[src/rtl/i2c_cmd_pkg.sv]
package i2c_cmd_pkg;

  typedef enum logic [2:0] {
    OP_START  = 3'd0,
    OP_STOP   = 3'd1,
    OP_RSTART = 3'd2,
    OP_RX     = 3'd3,
    OP_ACK    = 3'd4,
    OP_NAK    = 3'd5,
    OP_TX     = 3'd6,
    OP_NONE   = 3'd7
  } op_e;

  localparam logic [2:0] ST_IDLE   = 3'd0;
  localparam logic [2:0] ST_START  = 3'd1;
  localparam logic [2:0] ST_STOP   = 3'd2;
  localparam logic [2:0] ST_RXFULL = 3'd3;
  localparam logic [2:0] ST_ACKED  = 3'd4;
  localparam logic [2:0] ST_RSTART = 3'd5;
  localparam logic [2:0] ST_TXDONE = 3'd6;

  function automatic logic [2:0] done_code(op_e op);
    case (op)
      OP_START:       return ST_START;
      OP_STOP:        return ST_STOP;
      OP_RSTART:      return ST_RSTART;
      OP_RX:          return ST_RXFULL;
      OP_ACK, OP_NAK: return ST_ACKED;
      OP_TX:          return ST_TXDONE;
      default:        return ST_IDLE;
    endcase
  endfunction

endpackage

[src/rtl/i2c_tick_gen.sv]
module i2c_tick_gen #(
  parameter int DIV = 4
) (
  input  logic clk,
  input  logic rst,
  output logic tick
);
  localparam int CW = (DIV > 1) ? $clog2(DIV) : 1;

  logic [CW-1:0] cnt;

  always_ff @(posedge clk) begin
    if (rst) begin
      cnt  <= '0;
      tick <= 1'b0;
    end else begin
      tick <= (cnt == CW'(DIV - 1));
      if (cnt == CW'(DIV - 1)) cnt <= '0;
      else                     cnt <= cnt + 1'b1;
    end
  end
endmodule

[src/rtl/i2c_shifter.sv]
module i2c_shifter #(
  parameter int W = 8
) (
  input  logic         clk,
  input  logic         rst,
  input  logic         load,
  input  logic [W-1:0] load_val,
  input  logic         shift,
  input  logic         din,
  output logic [W-1:0] q
);
  always_ff @(posedge clk) begin
    if (rst)        q <= '0;
    else if (load)  q <= load_val;
    else if (shift) q <= {q[W-2:0], din};
  end
endmodule

[src/rtl/i2c_cmd_master.sv]
module i2c_cmd_master
  import i2c_cmd_pkg::*;
#(
  parameter int PRESC_DIV = 4,
  parameter int PHASE_W   = 8,
  parameter int DATA_W    = 8
) (
  input  logic              clk,
  input  logic              rst,
  input  logic [2:0]        op_code,
  input  logic              trigger,
  input  logic [DATA_W-1:0] tx_data,
  input  logic [PHASE_W-1:0] phase_ticks,
  input  logic              scl_in,
  input  logic              sda_in,
  output logic              scl_oe,
  output logic              sda_oe,
  output logic              busy,
  output logic [2:0]        status,
  output logic [DATA_W-1:0] rx_data,
  output logic              ack_rcvd,
  output logic              irq
);
  localparam int MAX_STEP = 2 * (DATA_W + 1);
  localparam int STEP_W   = $clog2(MAX_STEP + 1);

  op_e               op_q;
  logic [STEP_W-1:0] step, last_step, bit_k;
  logic [PHASE_W-1:0] cnt;
  logic              tick, scl_rel, sda_rel, cnt_done, stretched, adv, launch;
  logic              do_shift;
  logic [DATA_W-1:0] sh_q;

  i2c_tick_gen #(.DIV(PRESC_DIV)) u_tick (
    .clk(clk), .rst(rst), .tick(tick)
  );

  assign launch = !busy && trigger && (op_code != OP_NONE);

  // Per-step wanted line levels (1 = released)
  always_comb begin
    bit_k     = step >> 1;
    last_step = STEP_W'(2);
    scl_rel   = 1'b1;
    sda_rel   = 1'b1;
    case (op_q)
      OP_START: begin
        last_step = STEP_W'(1);
        scl_rel   = (step == '0);
        sda_rel   = 1'b0;
      end
      OP_STOP: begin
        last_step = STEP_W'(2);
        scl_rel   = (step != '0);
        sda_rel   = (step == STEP_W'(2));
      end
      OP_RSTART: begin
        last_step = STEP_W'(3);
        scl_rel   = (step == STEP_W'(1)) || (step == STEP_W'(2));
        sda_rel   = (step <= STEP_W'(1));
      end
      OP_TX: begin
        last_step = STEP_W'(2 * (DATA_W + 1));
        scl_rel   = step[0];
        sda_rel   = (bit_k < STEP_W'(DATA_W)) ? sh_q[DATA_W-1] : 1'b1;
      end
      OP_RX: begin
        last_step = STEP_W'(2 * DATA_W);
        scl_rel   = step[0];
        sda_rel   = 1'b1;
      end
      OP_ACK: begin
        last_step = STEP_W'(2);
        scl_rel   = step[0];
        sda_rel   = (bit_k != '0);
      end
      OP_NAK: begin
        last_step = STEP_W'(2);
        scl_rel   = step[0];
        sda_rel   = 1'b1;
      end
      default: ;
    endcase
  end

  assign cnt_done  = ({1'b0, cnt} + 1'b1) >= {1'b0, phase_ticks};
  assign stretched = scl_rel && !scl_in;
  assign adv       = busy && tick && !stretched && cnt_done;
  assign do_shift  = adv && step[0] &&
                     (((op_q == OP_TX) && (bit_k < STEP_W'(DATA_W))) || (op_q == OP_RX));

  i2c_shifter #(.W(DATA_W)) u_shift (
    .clk(clk), .rst(rst), .load(launch), .load_val(tx_data),
    .shift(do_shift), .din(sda_in), .q(sh_q)
  );

  // Sequencer
  always_ff @(posedge clk) begin
    if (rst) begin
      op_q     <= OP_NONE;
      busy     <= 1'b0;
      step     <= '0;
      cnt      <= '0;
      status   <= ST_IDLE;
      irq      <= 1'b0;
      rx_data  <= '0;
      ack_rcvd <= 1'b0;
    end else begin
      irq <= 1'b0;
      if (launch) begin
        busy <= 1'b1;
        op_q <= op_e'(op_code);
        step <= '0;
        cnt  <= '0;
      end else if (busy && tick && !stretched) begin
        if (cnt_done) begin
          cnt <= '0;
          if ((op_q == OP_TX) && step[0] && (bit_k == STEP_W'(DATA_W)))
            ack_rcvd <= !sda_in;
          if (step == last_step) begin
            busy   <= 1'b0;
            irq    <= 1'b1;
            status <= done_code(op_q);
            if (op_q == OP_RX) rx_data <= sh_q;
          end else begin
            step <= step + 1'b1;
          end
        end else begin
          cnt <= cnt + 1'b1;
        end
      end
    end
  end

  // Registered open-drain drives; held between actions
  always_ff @(posedge clk) begin
    if (rst) begin
      scl_oe <= 1'b0;
      sda_oe <= 1'b0;
    end else if (busy) begin
      scl_oe <= !scl_rel;
      sda_oe <= !sda_rel;
    end
  end

endmodule

[config.mk]
export PLATFORM = sky130hd
export DESIGN_NAME = i2c_cmd_master
export DESIGN_NICKNAME = d
export VERILOG_FILES = /design/src/rtl/i2c_cmd_pkg.sv /design/src/rtl/i2c_tick_gen.sv /design/src/rtl/i2c_shifter.sv /design/src/rtl/i2c_cmd_master.sv
export SDC_FILE = /design/constraint.sdc
export NUM_CORES = 1
export LEC_CHECK = 0
export CORE_MARGIN = 1.5
export CORE_UTILIZATION = 35
export CTS_BUF_LIST = sky130_fd_sc_hd__clkbuf_2
export DETAILED_ROUTE_END_ITERATION = 12
export DONT_BUFFER_PORTS = 1
export SYNTH_ARGS = -nofsm -noshare
export SYNTH_HDL_FRONTEND = slang
export SYNTH_SLANG_ARGS = --single-unit
[constraint.sdc]
create_clock -name clk -period 5.68 [get_ports clk]
set_input_delay 0.284 -clock clk [delete_from_list [all_inputs] [get_ports clk]]
set_output_delay 0.284 -clock clk [all_outputs]
set_load 0.01 [all_outputs]
* Word level (Yosys, flattened, before mapping) *
Index checks and enable logic that the tools add are counted.

storage, ports and cells
  flip-flop bits (word level) = 43
  input port bits = 24
  output and inout bits = 16
  word-level logic and storage cells = 86

operators by class
  $add $sub $neg = 4
  magnitude comparators = 3
  eq/ne operators = 12
  mux-type cells = 13
  bitwise operators = 4
  reduce and logical (&&, ||, !) cells = 37

operator list
  operator                                                                          number
  8-bit 2-to-1 mux                                                                  3
  5-bit case mux with 4 select lines                                                1
  3-bit case mux with 6 select lines                                                1
  1-bit logical AND                                                                 11
  5-bit nonzero test                                                                2
  8-bit by 1-bit adder with 9-bit output, second input constant                     1
  3-bit equality test, second input constant                                        3
  9-bit by 8-bit greater-or-equal comparator with 1-bit output                      1
  8-bit by 1-bit adder with 8-bit output, second input constant                     1
  4-bit AND reduction                                                               2
  2-bit nonzero test                                                                4
  4-bit OR reduction                                                                2
  3-bit by 2-bit equality test with 1-bit output, second input constant             2
  1-bit logical NOT                                                                 6
  1-bit 2-to-1 mux                                                                  6
  3-bit AND reduction                                                               2
  2-bit OR reduction                                                                3
  5-bit by 1-bit adder with 5-bit output, second input constant                     1
  5-bit by 1-bit equality test with 1-bit output, second input constant             1
  5-bit by 2-bit equality test with 1-bit output, second input constant             1
  5-bit equality test                                                               1
  5-bit by 1-bit less-or-equal comparator with 1-bit output, second input constant  1
  5-bit logical NOT                                                                 1
  1-bit case mux with 5 select lines                                                1
  other kinds (11)                                                                  15

* Depth between registers and ports, before layout *
Gate-level depths: netlist (run 1).

  depth after elaboration = 11
  mapped depth = 14
  depth with buffers taken out = 11

* Hierarchy *
A second synthesis (run 1) with hierarchy kept.

second synthesis, totals
  cells, all modules = 286
  area, all modules = 2,526.2 µm²

modules (own cells, without submodules)
  module          instances  cells each  area an instance (µm²)  seq. area each (µm²)
  i2c_cmd_master  1          244         2,053.2                 640.6
  i2c_shifter     1          35          369.1                   160.2
  i2c_tick_gen    1          7           103.8                   60.1

* Least setup slack after synthesis (run 1) *
OpenSTA, ideal clock, no wires.

  path kind = register to register
  from = register cnt[0]
  to = register ack_rcvd
  library setup time = 0.091 ns
  arrival = 2.847 ns
  data required time = 5.589 ns
  setup slack = 2.742 ns
  cell stages (with the launch flop) = 15
  path buffers = 3
  period minus slack after synthesis = 2.938 ns
  path through = dfxtp_1 -> ha_1 -> and3_1 -> buf_2 -> and2_1 -> xor2_1 -> ha_1 -> a211o_1 -> o221ai_1 -> o21ai_0 -> buf_4 -> and4_1 -> clkbuf_1 -> a21oi_1 -> a311oi_1

between the ends
  longest elaborated chain between the ends = 3

RTL lines
  what                                                          line                   source
  from (decl)                                                   i2c_cmd_master.sv:29   logic [PHASE_W-1:0] cnt;
  from (signal assigned)                                        i2c_cmd_master.sv:129  cnt <= cnt + 1'b1;
  8-bit by 1-bit adder with 9-bit output                        i2c_cmd_master.sv:86   assign cnt_done = ({1'b0, cnt} + 1'b1) >= {1'b0, phase_ticks};
  9-bit by 8-bit greater-or-equal comparator with 1-bit output  i2c_cmd_master.sv:86
  4-bit AND reduction (no line)                                 --
  to (signal assigned)                                          i2c_cmd_master.sv:119  ack_rcvd <= !sda_in;
  to (decl)                                                     i2c_cmd_master.sv:21   output logic ack_rcvd,

No other way between the ends.
A chain may end at the register's enable or synchronous reset.

* Worst setup path in the final report (run 1) *
  from = register cnt[0]
  to = register step[3]

between the ends
  longest elaborated chain between the ends = 3

RTL lines
  what                                                          line                   source
  8-bit by 1-bit adder with 9-bit output                        i2c_cmd_master.sv:86
  9-bit by 8-bit greater-or-equal comparator with 1-bit output  i2c_cmd_master.sv:86
  3-bit AND reduction (no line)                                 --
  to (signal assigned)                                          i2c_cmd_master.sv:126  step <= step + 1'b1;
  to (decl)                                                     i2c_cmd_master.sv:28   logic [STEP_W-1:0] step, last_step, bit_k;

No other way between the ends.

==> impl_metrics.env, run 1 <==
export IMPL_yosysMostFrequentCell="dfxtp_1"
export IMPL_async_flop_share=0
export IMPL_fillCellCount=750
export IMPL_areaGrowthSynthToFinish_pct=5.68
export IMPL_fin_util=0.385
export IMPL_die_h_um=87.3
export IMPL_path_clk_slew_ns=0.22
export IMPL_coreArea_um2=6830
export IMPL_grt_pass1_wl_um=9510
export IMPL_fmax_mhz=300
export IMPL_pwr_share_clk=0.315
export IMPL_finalCritPeriodShare=0.586
export IMPL_hold_class="input port to flip-flop"
export IMPL_path_cells="ha_1, and3_1, and2_1, xor2_1, ha_1, a211o_1, o221ai_1, o21ai_0, buf_4, nand4_1, or4_1, a21oi_1"
export IMPL_p_switching_uw=138
export IMPL_grt_use_total=0.154
export IMPL_antenna_cells=0
export IMPL_finalPower_uw=543
export IMPL_dominantRegCellSynth="dfxtp_1"
export IMPL_status="complete, no violations"
export IMPL_vias_per_cell=5.39
export IMPL_p_comb_frac=0.085
export IMPL_rr_worst_depth=12
export IMPL_placedCellCount=375
export IMPL_skew_ns=0.0242
export IMPL_dpl_hpwl_um=4060
export IMPL_arrival_ns=3.69
export IMPL_fin_crit_ns=3.33
export IMPL_clock_latency_ns=0.42
export IMPL_worstSetupStartpoint="cnt[0]$_SDFFE_PP0N_"
export IMPL_p_seq_frac=0.600
export IMPL_fin_nets=329
export IMPL_p_leak_uw=0.000991
export IMPL_multiInputGateArea_um2=1480
export IMPL_end_kind="flip-flop"
export IMPL_synthTopCellsByCount="dfxtp_1 (43), a21oi_1 (31), nor2_1 (22)"
export IMPL_worstMarginPinSlew_ns=1.07
export IMPL_port_buffers=0
export IMPL_drv_slew=0
export IMPL_crit_type="flip-flop to flip-flop"
export IMPL_finalSetupViolCount=0
export IMPL_cts_buffers=5
export IMPL_crit_slowest_cell="or4_1"
export IMPL_r2r_end="step[3]$_SDFFE_PP0P_"
export IMPL_die_x_um=87.3
export IMPL_cp_slowest_stage_delay_ns=0.60
export IMPL_dr_first_iter_drc_count=134
export IMPL_worstSetupPathDepth=12
export IMPL_grt_max_degree=31
export IMPL_rsz0062_at_grt="false"
export IMPL_drive_above_1_share=0.0582
export IMPL_routedWlPerCell_um=14.5
export IMPL_whs_ns=0.0136
export IMPL_ff2ff_setup_slack_ns=2.35
export IMPL_internal_power_uw=405
export IMPL_rows=30
export IMPL_startpoint_type="flip-flop"
export IMPL_synth_area_leaders="dfxtp_1 (35%), ha_1 (7.0%), a21oi_1 (6.2%)"
export IMPL_ys_seq_area_frac=0.346
export IMPL_h_tree_depth=2
export IMPL_hold_violations=0
export IMPL_seqCellArea_um2=861
export IMPL_clock_path_buffers=2
export IMPL_synth_area_um2=2490
export IMPL_fin_tns_setup_ns=0
export IMPL_relSlewSlack=0.285
export IMPL_crit_required_ns=6.03
export IMPL_grt_overflow=0
export IMPL_synth_edf_count=0
export IMPL_io_pins=40
export IMPL_via_count=2090
export IMPL_dieArea_um2=7620
export IMPL_yosysUniqueCellTypes=51
export IMPL_powerDensity_nw_per_um2=207
export IMPL_path_buf_inv=1
export IMPL_antenna_found_initial=0
export IMPL_critical_path_peak_fanout=13
export IMPL_ir_drop_v=0.0000961
export IMPL_place_gp_congestion=0.773
export IMPL_regToRegStartpoint="cnt[0]$_SDFFE_PP0N_"
export IMPL_syn_avg_cell_area_um2=8.29
export IMPL_yosys_warnings=0
export IMPL_maxCapViolCount=0
export IMPL_wl_um=5640
export IMPL_p_sw_frac=0.253
export IMPL_cts_tree="yes"
export IMPL_grt_pass1_vias=1964
export IMPL_synth_top_area_frac=0.346
export IMPL_first_pass_iters=4
export IMPL_synth_area_leader_cell="dfxtp_1"
export IMPL_route_detailed_drc=0
export IMPL_clock_root_buffer="clkbuf_2"
export IMPL_syn_inst=300
export IMPL_postCtsSetupBuffers=0
export IMPL_stdcell_count=388
export IMPL_postRouteAntennaNets=0
export IMPL_syn_num_nets=338
export IMPL_cp_top_family="simple AND/OR/NAND/NOR gates"
export IMPL_synth_seq_cells=43
export IMPL_cp_common_cell="ha_1"
export IMPL_clock_sinks=43
export IMPL_crit_end="step[3]$_SDFFE_PP0P_"
export IMPL_start_util=0.364
[timing repair]
item | CTS | global route
gates resized for setup | 0 | 0
hold endpoints to repair | 30 | 2
endpoints found under the setup margin | 0 | 0
hold buffers | 3 | 2
[stage by stage]
step | setup slack (ns) | cell area, µm²
global placement | 2.48 | 2510
detailed placement | 2.35 | 2510
global route | 2.05 | 2630
CTS | 2.34 | 2610
floorplan | 2.74 | 2490
finish | 2.35 | 2630
[flip-flops by register name (all words and copies together), names as in the netlist]
| signal | flops |
|---|---|
| ack_rcvd | 1 |
| busy | 1 |
| cnt | 8 |
| irq | 1 |
| op_q | 3 |
| rx_data | 8 |
| scl_oe | 1 |
| sda_oe | 1 |
| status | 3 |
| step | 5 |
| u_shift.q | 8 |
| u_tick.cnt | 2 |
| u_tick.tick | 1 |
[power by group through the flow]
stage                     sequential (µW)  clock [µW]  combinational [µW]
after floorplan                       324           0                42.0
after global placement                331           0                39.3
after global routing                  328         182                52.3
after CTS                             326         175                45.1
final                                 326         171                45.9
after detailed placement              332           0                40.2
[layout make-up]
type,instances,share of cell area
Timing Repair Buffer,6,0.0219
Clock inverter,3,0.0148
Clock buffer,5,0.00952
Inverter,13,0.0186
Tap cell,96,0.0457
Multi-Input combinational cell,222,0.562
Sequential cell,43,0.327
[worst reg2reg max path: cells and delay by family, from the launching register on]
family,cells,cell delay (ns)
and+or+nand+nor,4,1.45
AOI/OAI and AO/OA,4,0.58
adders and majority gates,2,0.53
DFF,1,0.44
buffers and inverters,1,0.21
xor gates and xnor gates,1,0.08
[worst min-delay path by stage]
stage	cells after the start	to	slack (ns)	startpoint
4_1_cts	2	u_shift.q[3]$_SDFFE_PP0P_	0.001	tx_data[3]
6_report	2	u_shift.q[5]$_SDFFE_PP0P_	0.01	tx_data[5]
3_5_place_dp	1	rx_data[0]$_SDFFE_PP0P_	0.36	rst
5_1_grt	2	u_shift.q[5]$_SDFFE_PP0P_	0.005	tx_data[5]
2_1_floorplan	1	ack_rcvd$_SDFFE_PP0P_	0.39	sda_in
3_3_place_gp	1	status[0]$_SDFFE_PP0P_	0.36	rst
[layout by cell type (no fill, tap or decap), types with 4 or more instances in the layout]
cell type      instances
a211oi_1              10
a21oi_1               31
and2_1                 4
clkbuf_2               5
dfxtp_1               43
dlygate4sd3_1          5
ha_1                  14
inv_1                 13
mux2i_1                9
nand2_1               10
nand2b_1               9
nand3_1               21
nand3b_1               4
nor2_1                22
nor2b_1                4
nor3_1                 5
o21ai_0               21
xnor2_1                4
xor2_1                 4
[metal layers]
| layer | global-route usage | part of all wire |
|---|---|---|
| met5 | 0 | 0 |
| met4 | 0.0505 | 0.015 |
| met3 | 0.0341 | 0.041 |
| met2 | 0.241 | 0.47 |
| met1 | 0.211 | 0.47 |
[kinds of logic (layout without fill, tap and decap cells)]
logic type	Yosys count	after routing	share of synthesized area
xor gates and xnor gates	8	8	0.0282
DFF	43	43	0.346
muxes	9	9	0.0362
adders and majority gates	14	14	0.0704
and+or+nand+nor	103	103	0.237
buffers and inverters	35	27	0.0599
AOI/OAI and AO/OA	88	88	0.222
Power figures use the tool's default switching activity.
==> inputs of run 2 (changes only) <==
Clock period 5.68 ns to 3 ns, I/O delays scaled along.
==> run 2 against run 1 <==
Wire length up 8.6%. Non-clock buffer count up 20. Power up 78%. Final area up 7.4%. First-iteration DRC count up 8.2%. Global-route usage up 0.94 points. Die area unchanged. Hold slack better by 0.021 ns. Critical path type unchanged.
==> impl_metrics.env, run 2 (same netlist as run 1, synthesis figures left out) <==
export IMPL_status="complete, no violations"
export IMPL_wl_um=6130
export IMPL_cts_buffers=5
export IMPL_postRouteAntennaNets=0
export IMPL_route_detailed_drc=0
export IMPL_powerDensity_nw_per_um2=342
export IMPL_relSlewSlack=0.280
export IMPL_dpl_hpwl_um=4260
export IMPL_ff2ff_setup_slack_ns=0.03
export IMPL_dr_first_iter_drc_count=145
export IMPL_r2r_end="cnt[7]$_SDFFE_PP0N_"
export IMPL_cts_tree="yes"
export IMPL_p_leak_uw=0.00108
export IMPL_fin_nets=349
export IMPL_first_pass_iters=4
export IMPL_fin_crit_ns=2.97
export IMPL_clock_path_buffers=2
export IMPL_grt_use_total=0.164
export IMPL_die_x_um=87.3
export IMPL_finalCritPeriodShare=0.989
export IMPL_drv_slew=0
export IMPL_hold_path_depth=3
export IMPL_skew_ns=0.0297
export IMPL_antenna_found_initial=0
export IMPL_via_count=2222
export IMPL_arrival_ns=3.29
export IMPL_fin_tns_setup_ns=0
export IMPL_holdPathEnd="op_q[2]$_SDFFE_PP1P_"
export IMPL_layout_common_cells="dfxtp_1 (41), a21oi_1 (31), nand3_1 (21), nor2_1 (21), o21ai_0 (20)"
export IMPL_rows=30
export IMPL_vias_per_cell=5.45
export IMPL_critical_path_peak_fanout=4
export IMPL_worstMarginPinSlew_ns=1.08
export IMPL_ir_drop_v=0.000189
export IMPL_fillCellCount=723
export IMPL_die_h_um=87.3
export IMPL_regToRegStartpoint="cnt[1]$_SDFFE_PP0N_"
export IMPL_io_pins=40
export IMPL_fmax_mhz=337
export IMPL_coreArea_um2=6830
export IMPL_h_tree_depth=2
export IMPL_routedWlPerCell_um=15.0
export IMPL_grt_pass1_vias=2086
export IMPL_antenna_cells=0
export IMPL_clock_root_buffer="clkbuf_2"
export IMPL_hold_class="input port to flip-flop"
export IMPL_largestRegisters="cnt: 8 flops, rx_data: 8 flops, u_shift.q: 8 flops"
export IMPL_mostFrequentLayoutCell="dfxtp_1"
export IMPL_grt_overflow=0
export IMPL_grt_max_degree=31
export IMPL_crit_type="flip-flop to flip-flop"
export IMPL_rr_worst_depth=11
export IMPL_grt_pass1_wl_um=10000
export IMPL_hold_start="trigger"
export IMPL_fin_area_um2=2820
export IMPL_drive_above_1_share=0.125
export IMPL_startpoint_type="flip-flop"
export IMPL_areaGrowthSynthToFinish_pct=13.5
export IMPL_clock_latency_ns=0.41
export IMPL_start_util=0.364
export IMPL_place_gp_congestion=0.863
export IMPL_maxCapViolCount=0
export IMPL_end_kind="flip-flop"
export IMPL_placed_cell_area_um2=2570
export IMPL_hold_violations=0
export IMPL_path_clk_slew_ns=0.23
export IMPL_finalSetupViolCount=0
export IMPL_port_buffers=0
export IMPL_dieArea_um2=7620
export IMPL_crit_required_ns=3.32
export IMPL_clock_sinks=43
## run 2: metal layers
| metal | wire length (µm) | up-vias | GRT usage |
|---|---|---|---|
| li1 | - | 1113 | - |
| met1 | 2760 | 1057 | 0.206 |
| met2 | 3020 | 41 | 0.280 |
| met3 | 214 | 11 | 0.0370 |
| met4 | 132 | 0 | 0.0476 |
| met5 | 0 | - | 0 |
## run 2: power breakdown
group / internal (µW) / leakage [µW] / switching [µW]
clock: 59.5 / 0.0000290 / 188
combinational: 49.2 / 0.000696 / 51.3
sequential: 591 / 0.000351 / 26.1
total: 700 / 0.00108 / 265
## run 2: layout make-up
| type | count | area (µm²) | share of cell area |
|---|---|---|---|
| Multi-Input combinational cell | 222 | 1520 | 0.538 |
| Sequential cell | 43 | 863 | 0.306 |
| Timing Repair Buffer | 26 | 229 | 0.0811 |
| Tap cell | 96 | 120 | 0.0426 |
| Inverter | 13 | 48.8 | 0.0173 |
| Clock buffer | 6 | 30.0 | 0.0106 |
| Clock inverter | 2 | 12.5 | 0.00443 |
## run 2: worst max path at each step
stage          cells after the start                         to                 from  slack [ns]
2_1_floorplan                     14      ack_rcvd$_SDFFE_PP0P_  cnt[0]$_SDFFE_PP0N_        0.06
3_3_place_gp                      12        cnt[5]$_SDFFE_PP0N_  cnt[1]$_SDFFE_PP0N_       -0.06
3_5_place_dp                      12        cnt[2]$_SDFFE_PP0N_  cnt[1]$_SDFFE_PP0N_       -0.07
4_1_cts                           12  u_shift.q[2]$_SDFFE_PP0P_  cnt[1]$_SDFFE_PP0N_        0.04
5_1_grt                           12        cnt[2]$_SDFFE_PP0N_  cnt[0]$_SDFFE_PP0N_       -0.04
6_report                          11        cnt[7]$_SDFFE_PP0N_  cnt[1]$_SDFFE_PP0N_        0.03
## run 2: per-stage QoR
stage,worst slack [ns],hold slack [ns],instances,util,power [µW]
6_report,0.0338,0.0341,408,0.413,965
4_1_cts,0.0399,0.00986,404,0.403,977
2_1_floorplan,0.0617,0.260,300,-,693
3_3_place_gp,-0.0619,0.224,383,0.377,704
3_5_place_dp,-0.0685,0.226,383,0.377,706
5_1_grt,-0.0403,0.0179,408,0.413,1020
## run 2: timing repair
| action | CTS | global route |
|---|---|---|
| buffers inserted | 0 | 3 |
| endpoints found under the hold margin | 30 | 0 |
| gates resized for setup | 3 | 10 |
| setup endpoints to repair | 15 | 31 |
| pin swaps | 0 | 6 |
| gates cloned | 0 | 1 |
| hold buffers | 13 | 0 |
## run 2: worst max-delay path, cell delays in order, from the launching register on
cell      delay (ns)
dfxtp_2         0.38
ha_4            0.15
and3_4          0.17
and2_4          0.15
xor2_1          0.14
ha_1            0.31
a211o_1         0.31
a311oi_2        0.38
o21ai_2         0.16
buf_2           0.17
or3b_2          0.44
a21oi_1         0.15
==> inputs of run 3 (changes only) <==
--- a/config.mk
+++ b/config.mk
@@ -11,4 +11,5 @@
 export DETAILED_ROUTE_END_ITERATION = 12
 export DONT_BUFFER_PORTS = 1
+export PLACE_DENSITY = 0.48
 export SYNTH_ARGS = -nofsm -noshare
 export SYNTH_HDL_FRONTEND = slang
==> constraint.sdc (replaced) <==
create_clock -name clk -period 3 [get_ports clk]
set_input_delay 0.6 -clock clk [delete_from_list [all_inputs] [get_ports clk]]
set_output_delay 0.6 -clock clk [all_outputs]
set_load 0.01 [all_outputs]
==> run 3 against run 2 <==
Wire length is 0.29% lower. Clock skew shrank 0.016 ns. Sequential cell count unchanged. Count of clock-buffer cells in the layout shrank 1. Cell count shrank 3.4%. Combinational power fell by 20%. Power rose by 0.77%. Sequential share of layout area up 1.6 points. Die area did not move. Via count decreased by 2.0%. Highest routed layer unchanged.
==> impl_metrics.env, run 3 (same netlist as run 1, synthesis figures left out) <==
export IMPL_status="complete, no violations"
export IMPL_cts_buffers=5
export IMPL_cts_tree="yes"
export IMPL_port_buffers=0
export IMPL_largestRegisters="cnt: 8 flops, rx_data: 8 flops, u_shift.q: 8 flops"
export IMPL_skew_ns=0.0141
export IMPL_antenna_found_initial=0
export IMPL_finalCritPeriodShare=0.957
export IMPL_die_x_um=87.3
export IMPL_seqCellArea_um2=863
export IMPL_place_gp_congestion=0.818
export IMPL_hold_class="input port to flip-flop"
export IMPL_die_h_um=87.3
export IMPL_wl_um=6110
export IMPL_worstSetupStartpoint="cnt[0]$_SDFFE_PP0N_"
export IMPL_hold_violations=0
export IMPL_hold_start="rst"
export IMPL_path_clk_slew_ns=0.25
export IMPL_io_pins=40
export IMPL_grt_use_total=0.168
export IMPL_dieArea_um2=7620
export IMPL_postRouteAntennaNets=0
export IMPL_regToRegStartpoint="cnt[0]$_SDFFE_PP0N_"
export IMPL_clock_latency_ns=0.43
export IMPL_clock_path_buffers=2
export IMPL_stdcell_count=394
export IMPL_grt_pass1_wl_um=9870
export IMPL_layout_common_cells="dfxtp_1 (41), a21oi_1 (31), nand3_1 (21), nor2_1 (21), o21ai_0 (20)"
export IMPL_crit_slowest_cell="dfxtp_2"
export IMPL_crit_required_ns=3.37
export IMPL_critical_path_peak_fanout=11
export IMPL_grt_pass1_vias=1964
export IMPL_rows=30
export IMPL_antenna_cells=0
export IMPL_whs_ns=0.192
export IMPL_fmax_mhz=348
export IMPL_fillCellCount=753
export IMPL_clock_sinks=43
export IMPL_drive_above_1_share=0.121
export IMPL_clock_root_buffer="clkbuf_2"
export IMPL_finalSetupViolCount=0
export IMPL_cp_slowest_stage_delay_ns=0.37
export IMPL_relSlewSlack=0.482
export IMPL_mostFrequentLayoutCell="dfxtp_1"
export IMPL_worstMarginPinSlew_ns=0.770
export IMPL_areaGrowthSynthToFinish_pct=7.75
export IMPL_dr_first_iter_drc_count=116
export IMPL_startpoint_type="flip-flop"
export IMPL_ir_drop_v=0.000238
export IMPL_path_cells="ha_1, and3_1, and2_4, xor2_1, ha_1, a211o_1, a311oi_2, o21ai_2, buf_6, and4b_2, nand3b_1, a21oi_1"
export IMPL_crit_type="flip-flop to flip-flop"
export IMPL_first_pass_iters=4
export IMPL_drv_slew=0
export IMPL_end_kind="flip-flop"
export IMPL_coreArea_um2=6830
export IMPL_grt_overflow=0
export IMPL_arrival_ns=3.24
export IMPL_route_detailed_drc=0
export IMPL_via_count=2177
export IMPL_fin_util=0.392
export IMPL_routedWlPerCell_um=15.5
export IMPL_powerDensity_nw_per_um2=363
export IMPL_grt_max_degree=32
export IMPL_h_tree_depth=2
export IMPL_maxCapViolCount=0
export IMPL_fin_crit_ns=2.87
export IMPL_start_util=0.364
export IMPL_fin_nets=335
export IMPL_placedCellCount=381
export IMPL_dpl_hpwl_um=4340
export IMPL_p_leak_uw=0.00101
export IMPL_multiInputGateArea_um2=1520
export IMPL_cp_common_cell="ha_1"
export IMPL_vias_per_cell=5.53
## run 3: cell types whose count changed in the layout (fill, tap and decap cells not counted), sizes merged
cell         before  now
nand4             2    3
clkbuf            6    5
buf              13   11
dlygate4sd3      13    0
clkinv            1    2
## run 3: cell type report
class | count | area share
clock inverters | 3 | 0.00747
flip-flops and latches | 43 | 0.322
inverters | 13 | 0.0182
well taps | 96 | 0.0448
multi-input cells | 223 | 0.566
clock buffers | 5 | 0.00934
repair buffers | 11 | 0.0322
## run 3: path summary, 6_finish.rpt
path / endpoint / slack, ns / cells after the start
worst min register to register: u_tick.cnt[0]$_SDFF_PP0_ / 0.45 / 1
worst min-delay path: rx_data[1]$_SDFFE_PP0P_ / 0.19 / 1
worst max-delay path: cnt[2]$_SDFFE_PP0N_ / 0.13 / 12
worst max register to register: cnt[2]$_SDFFE_PP0N_ / 0.13 / 12
## run 3: metal layers
metal	vias up	track usage	share of wire
li1	1092	-	-
met1	1021	0.237	0.49
met2	59	0.252	0.44
met3	5	0.0483	0.058
met4	0	0.0390	0.0092
met5	-	0	0
## run 3: where the power goes
part	switching, µW	total, µW	internal, µW
logic	43.3	79.8	36.5
clock network	218	274	56.2
registers	27.2	619	592
total	288	972	684
## run 3: metrics by stage
step	TNS (ns)	setup slack [ns]	instance area, µm²	total power (µW)
floorplan	0	0.0617	2490	693
global placement	0	0.0164	2560	707
detailed placement	-0.0774	-0.0396	2560	708
CTS	0	0.00789	2610	982
global route	-0.000990	-0.000990	2680	1020
finish	0	0.129	2680	972
## run 3: timing repair
| item | 4_1_cts | 5_1_grt |
|---|---|---|
| pin swaps | 0 | 7 |
| buffers inserted | 0 | 4 |
| cloned | 0 | 1 |
| resized for setup | 3 | 10 |
| hold buffers | 0 | 0 |
| endpoints found under the setup margin | 12 | 33 |
## run 3: critical path, delay by kind of cell (launching register included)
family | cells | cell delay, ns
buf+inv | 1 | 0.15
fa+ha+maj | 2 | 0.50
simple gates | 4 | 0.81
flops | 1 | 0.37
xor+xnor | 1 | 0.14
compound gates | 4 | 0.84
